### src/rtl/hit_tree_pkg.sv
package hit_tree_pkg;

    localparam int N_CH    = 64;
    localparam int LEVELS  = $clog2(N_CH);
    localparam int CNT_W   = LEVELS + 1;

    typedef logic [N_CH-1:0]  hit_vec_t;
    typedef logic [CNT_W-1:0] hit_cnt_t;

    typedef struct packed {
        hit_cnt_t count;
        logic     fire;
    } trig_result_t;

    // nodes present in a given rank of the tree (rank 0 adds input bits)
    function automatic int rank_nodes(input int n_ch, input int rank);
        return n_ch >> (rank + 1);
    endfunction

endpackage

### src/rtl/hit_add_node.sv
module hit_add_node #(
    parameter int IN_W = 1
) (
    input  logic [IN_W-1:0] a_i,
    input  logic [IN_W-1:0] b_i,
    output logic [IN_W:0]   sum_o
);

    assign sum_o = {1'b0, a_i} + {1'b0, b_i};

endmodule

### src/rtl/hit_adder_tree.sv
module hit_adder_tree #(
    parameter int N = 64
) (
    input  logic [N-1:0]          bits_i,
    output logic [$clog2(N):0]    total_o
);

    localparam int DEPTH = $clog2(N);

    for (genvar lv = 0; lv < DEPTH; lv++) begin : g_rank
        localparam int NODES = N >> (lv + 1);
        localparam int IW    = lv + 1;

        logic [IW:0] s [NODES];

        for (genvar k = 0; k < NODES; k++) begin : g_node
            logic [IW-1:0] opa;
            logic [IW-1:0] opb;

            if (lv == 0) begin : g_leaf
                assign opa = bits_i[2*k];
                assign opb = bits_i[2*k+1];
            end else begin : g_inner
                assign opa = g_rank[lv-1].s[2*k];
                assign opb = g_rank[lv-1].s[2*k+1];
            end

            hit_add_node #(.IN_W(IW)) u_add (
                .a_i   (opa),
                .b_i   (opb),
                .sum_o (s[k])
            );
        end
    end

    assign total_o = g_rank[DEPTH-1].s[0];

endmodule

### src/rtl/hit_thresh_cmp.sv
module hit_thresh_cmp #(
    parameter int W = 7
) (
    input  logic [W-1:0] count_i,
    input  logic [W-1:0] limit_i,
    output logic         fire_o
);

    always_comb begin
        fire_o = (count_i >= limit_i);
    end

endmodule

### src/rtl/hit_tree_trigger.sv
module hit_tree_trigger
    import hit_tree_pkg::*;
(
    input  logic [N_CH-1:0]  hit_i,
    input  logic [CNT_W-1:0] thresh_i,
    output logic [CNT_W-1:0] hit_count_o,
    output logic             trig_o
);

    trig_result_t res;
    hit_cnt_t     tree_sum;
    logic         cmp_fire;

    hit_adder_tree #(.N(N_CH)) u_tree (
        .bits_i  (hit_i),
        .total_o (tree_sum)
    );

    hit_thresh_cmp #(.W(CNT_W)) u_cmp (
        .count_i (tree_sum),
        .limit_i (thresh_i),
        .fire_o  (cmp_fire)
    );

    always_comb begin
        res.count = tree_sum;
        res.fire  = cmp_fire;
    end

    assign hit_count_o = res.count;
    assign trig_o      = res.fire;

endmodule

### config.mk
export PLATFORM = sky130hd
export DESIGN_NAME = hit_tree_trigger
export DESIGN_NICKNAME = d
export VERILOG_FILES = /design/src/rtl/hit_tree_pkg.sv /design/src/rtl/hit_add_node.sv /design/src/rtl/hit_adder_tree.sv /design/src/rtl/hit_thresh_cmp.sv /design/src/rtl/hit_tree_trigger.sv
export SDC_FILE = /design/constraint.sdc
export NUM_CORES = 1
export LEC_CHECK = 0
export BUFFER_PORTS_ARGS = -buffer_cell sky130_fd_sc_hd__clkbuf_2
export CAP_MARGIN = 20
export CORE_ASPECT_RATIO = 0.75
export CORE_MARGIN = 10
export CORE_UTILIZATION = 30
export DETAILED_ROUTE_END_ITERATION = 16
export RECOVER_POWER = 50
export SYNTH_ARGS = -nofsm -noshare
export SYNTH_HDL_FRONTEND = slang
export SYNTH_SLANG_ARGS = --single-unit
### constraint.sdc
create_clock -name vclk -period 6.6
set_input_delay 0 -clock vclk [all_inputs]
set_output_delay 0 -clock vclk [all_outputs]
set_load 0.1 [all_outputs]
==> metrics <==
Setup TNS 0 ns; register area 0 um2; Worst-Margin Slew ~1.2 ns; met2 WL post-DR between 1500 and 2000 um; Initial Util between 30 and 40%; DIE AREA slightly below 10,000 um2; GRT overflow 0; crit path launch type primary input; worst min-delay path class in -> out; DPL Wire Length 3957 um; DRT Wirelength 3821 um; All-Layer GR Usage around 7.5%; number of clock buffers in the layout 0; Die Y around 89 um; status finished, final reports clean; largest net degree at the start of global routing 6; share of layout cells above drive strength 1 32.03%; Post-Syn Area roughly 1900 um2; Period minus WS final 6.251 ns; port bufs 79; count of max-cap constraint violations 0; Area Growth Syn to Fin 32.02%; syn nets 349; syn avg cell area 9.403 um2; Syn Inst Count approximately 200; register area share after synthesis 0%; initial antenna violation count 0; most frequent cells in the layout inv_1 (100), clkbuf_2 (75), fa_1 (52), ha_1 (22); crit path to trig_o; die width ~110 um; FP Rows 25; Crit path arrival time ~6.3 ns; 1st-iter DRT viols 13; max-slew violation count 0; FFs & Latches 0; Core ar. a little over 6000 um2; Yosys cell types 18; Final Hold Fails 0; wl on met1 1660 um; Synthesis Warnings 0; Critical Path RT 6.60 ns; GPL Wtd Cong 0.7192; drc violations 0; Met3 Routed Length about 390 um; Period Utilization, post-route between 90% and 100%; nets between 400 and 500; vias per inst 3.895; Top Ports 79; RSZ-0062 raised after global routing false; commonest non-fill, non-tap cell in the layout inv_1; Wirelength per Cell 10.56 um; Setup violations, final 0; antenna viol nets, final 0; slew margin rel. a little over a fifth; setup bufs post-CTS 0; First-pass DRT Iterations 4; crit end category primary output; total number of vias 1,410; largest driver fanout on the critical path 2; maximum clock frequency 160.0 MHz; top routing layer in use met3; vias in the first global route ~1,600; beginning of the critical path hit_i[35]; Inserted Diodes 0; Crit Path Category in -> out; first-pass GRT wire length roughly 6500 um
-- cell families (layout without fill, tap and decap cells) --
group / after synthesis / in the layout / share of synthesized area (%)
fa+ha+maj: 76 / 76 / 71.41
simple gates: 6 / 6 / 1.515
xor+xnor: 3 / 3 / 1.384
buf+inv: 100 / 179 / 19.76
compound gates: 17 / 17 / 5.928
-- routing by layer --
metal | up-vias | track usage [%]
met3 | 0 | 2.616
met5 | - | 0
met2 | 48 | 13.15
li1 | 712 | -
met1 | 650 | 9.192
met4 | 0 | 0
-- through the flow --
step	instance area, um2	utilization, %	worst slack [ns]	instances	hold slack [ns]
6_report	2507	40.28	0.3493	362	0.5508
2_1_floorplan	1984	-	0.04592	202	0.4751
3_5_place_dp	2496	40.10	0.1700	362	0.5609
4_1_cts	2496	40.10	0.1782	362	0.5532
3_3_place_gp	2496	40.10	0.2357	362	0.5518
5_1_grt	2507	40.28	0.03848	362	0.5972
-- synth_stat cells --
cell type / number / area share (%)
a211oi_1: 2 / 0.79
a211oi_2: 1 / 0.66
a21o_1: 2 / 0.79
a21o_2: 1 / 0.46
a21oi_1: 4 / 1.1
a21oi_2: 1 / 0.46
fa_1: 54 / 57
ha_1: 22 / 14
inv_1: 100 / 20
nand2_1: 1 / 0.20
nand2b_1: 1 / 0.33
nand3_1: 1 / 0.26
nor2_1: 2 / 0.40
nor2b_1: 1 / 0.33
o21ai_0: 5 / 1.3
o21bai_1: 1 / 0.40
xnor2_1: 2 / 0.92
xor2_1: 1 / 0.46
-- how the worst min path moves through the flow --
stage / slack [ns] / start / to / cells after the start
floorplan: 0.48 / thresh_i[6] / trig_o / 4
global placement: 0.55 / thresh_i[6] / trig_o / 6
detailed placement: 0.56 / thresh_i[6] / trig_o / 6
CTS: 0.55 / thresh_i[6] / trig_o / 6
finish: 0.55 / thresh_i[6] / trig_o / 6
global route: 0.60 / thresh_i[6] / trig_o / 6
-- worst max-delay path, cell delays in order --
cell and delay, ns:
clkbuf_2 0.08, inv_1 0.04, fa_1 0.52, inv_1 0.06, fa_2 0.37, fa_1 0.53
inv_1 0.05, fa_1 0.52, inv_1 0.05, fa_1 0.53, fa_1 0.44, fa_1 0.54
inv_1 0.05, fa_1 0.52, inv_1 0.07, ha_1 0.32, a211oi_2 0.19, o21bai_1 0.11
a21oi_2 0.23, xnor2_4 0.14, ha_1 0.26, a21o_1 0.19, a21oi_2 0.16, o21ai_4 0.08
buf_12 0.17
-- area by class of cell --
cell class | instances | area (um2)
fill | 647 | 3717
inverter | 100 | 375.4
multi-input combinational | 102 | 1624
tap | 81 | 101.3
timing repair buffer | 79 | 406.6
-- what timing repair did --
item,4_1_cts,5_1_grt
resized for setup,0,4
endpoints found under the setup margin,0,1
hold buffers,0,0
Power is left out: the tool's default activity adds up to more than one toggle a clock period on the data nets, which glitch-free logic cannot reach.
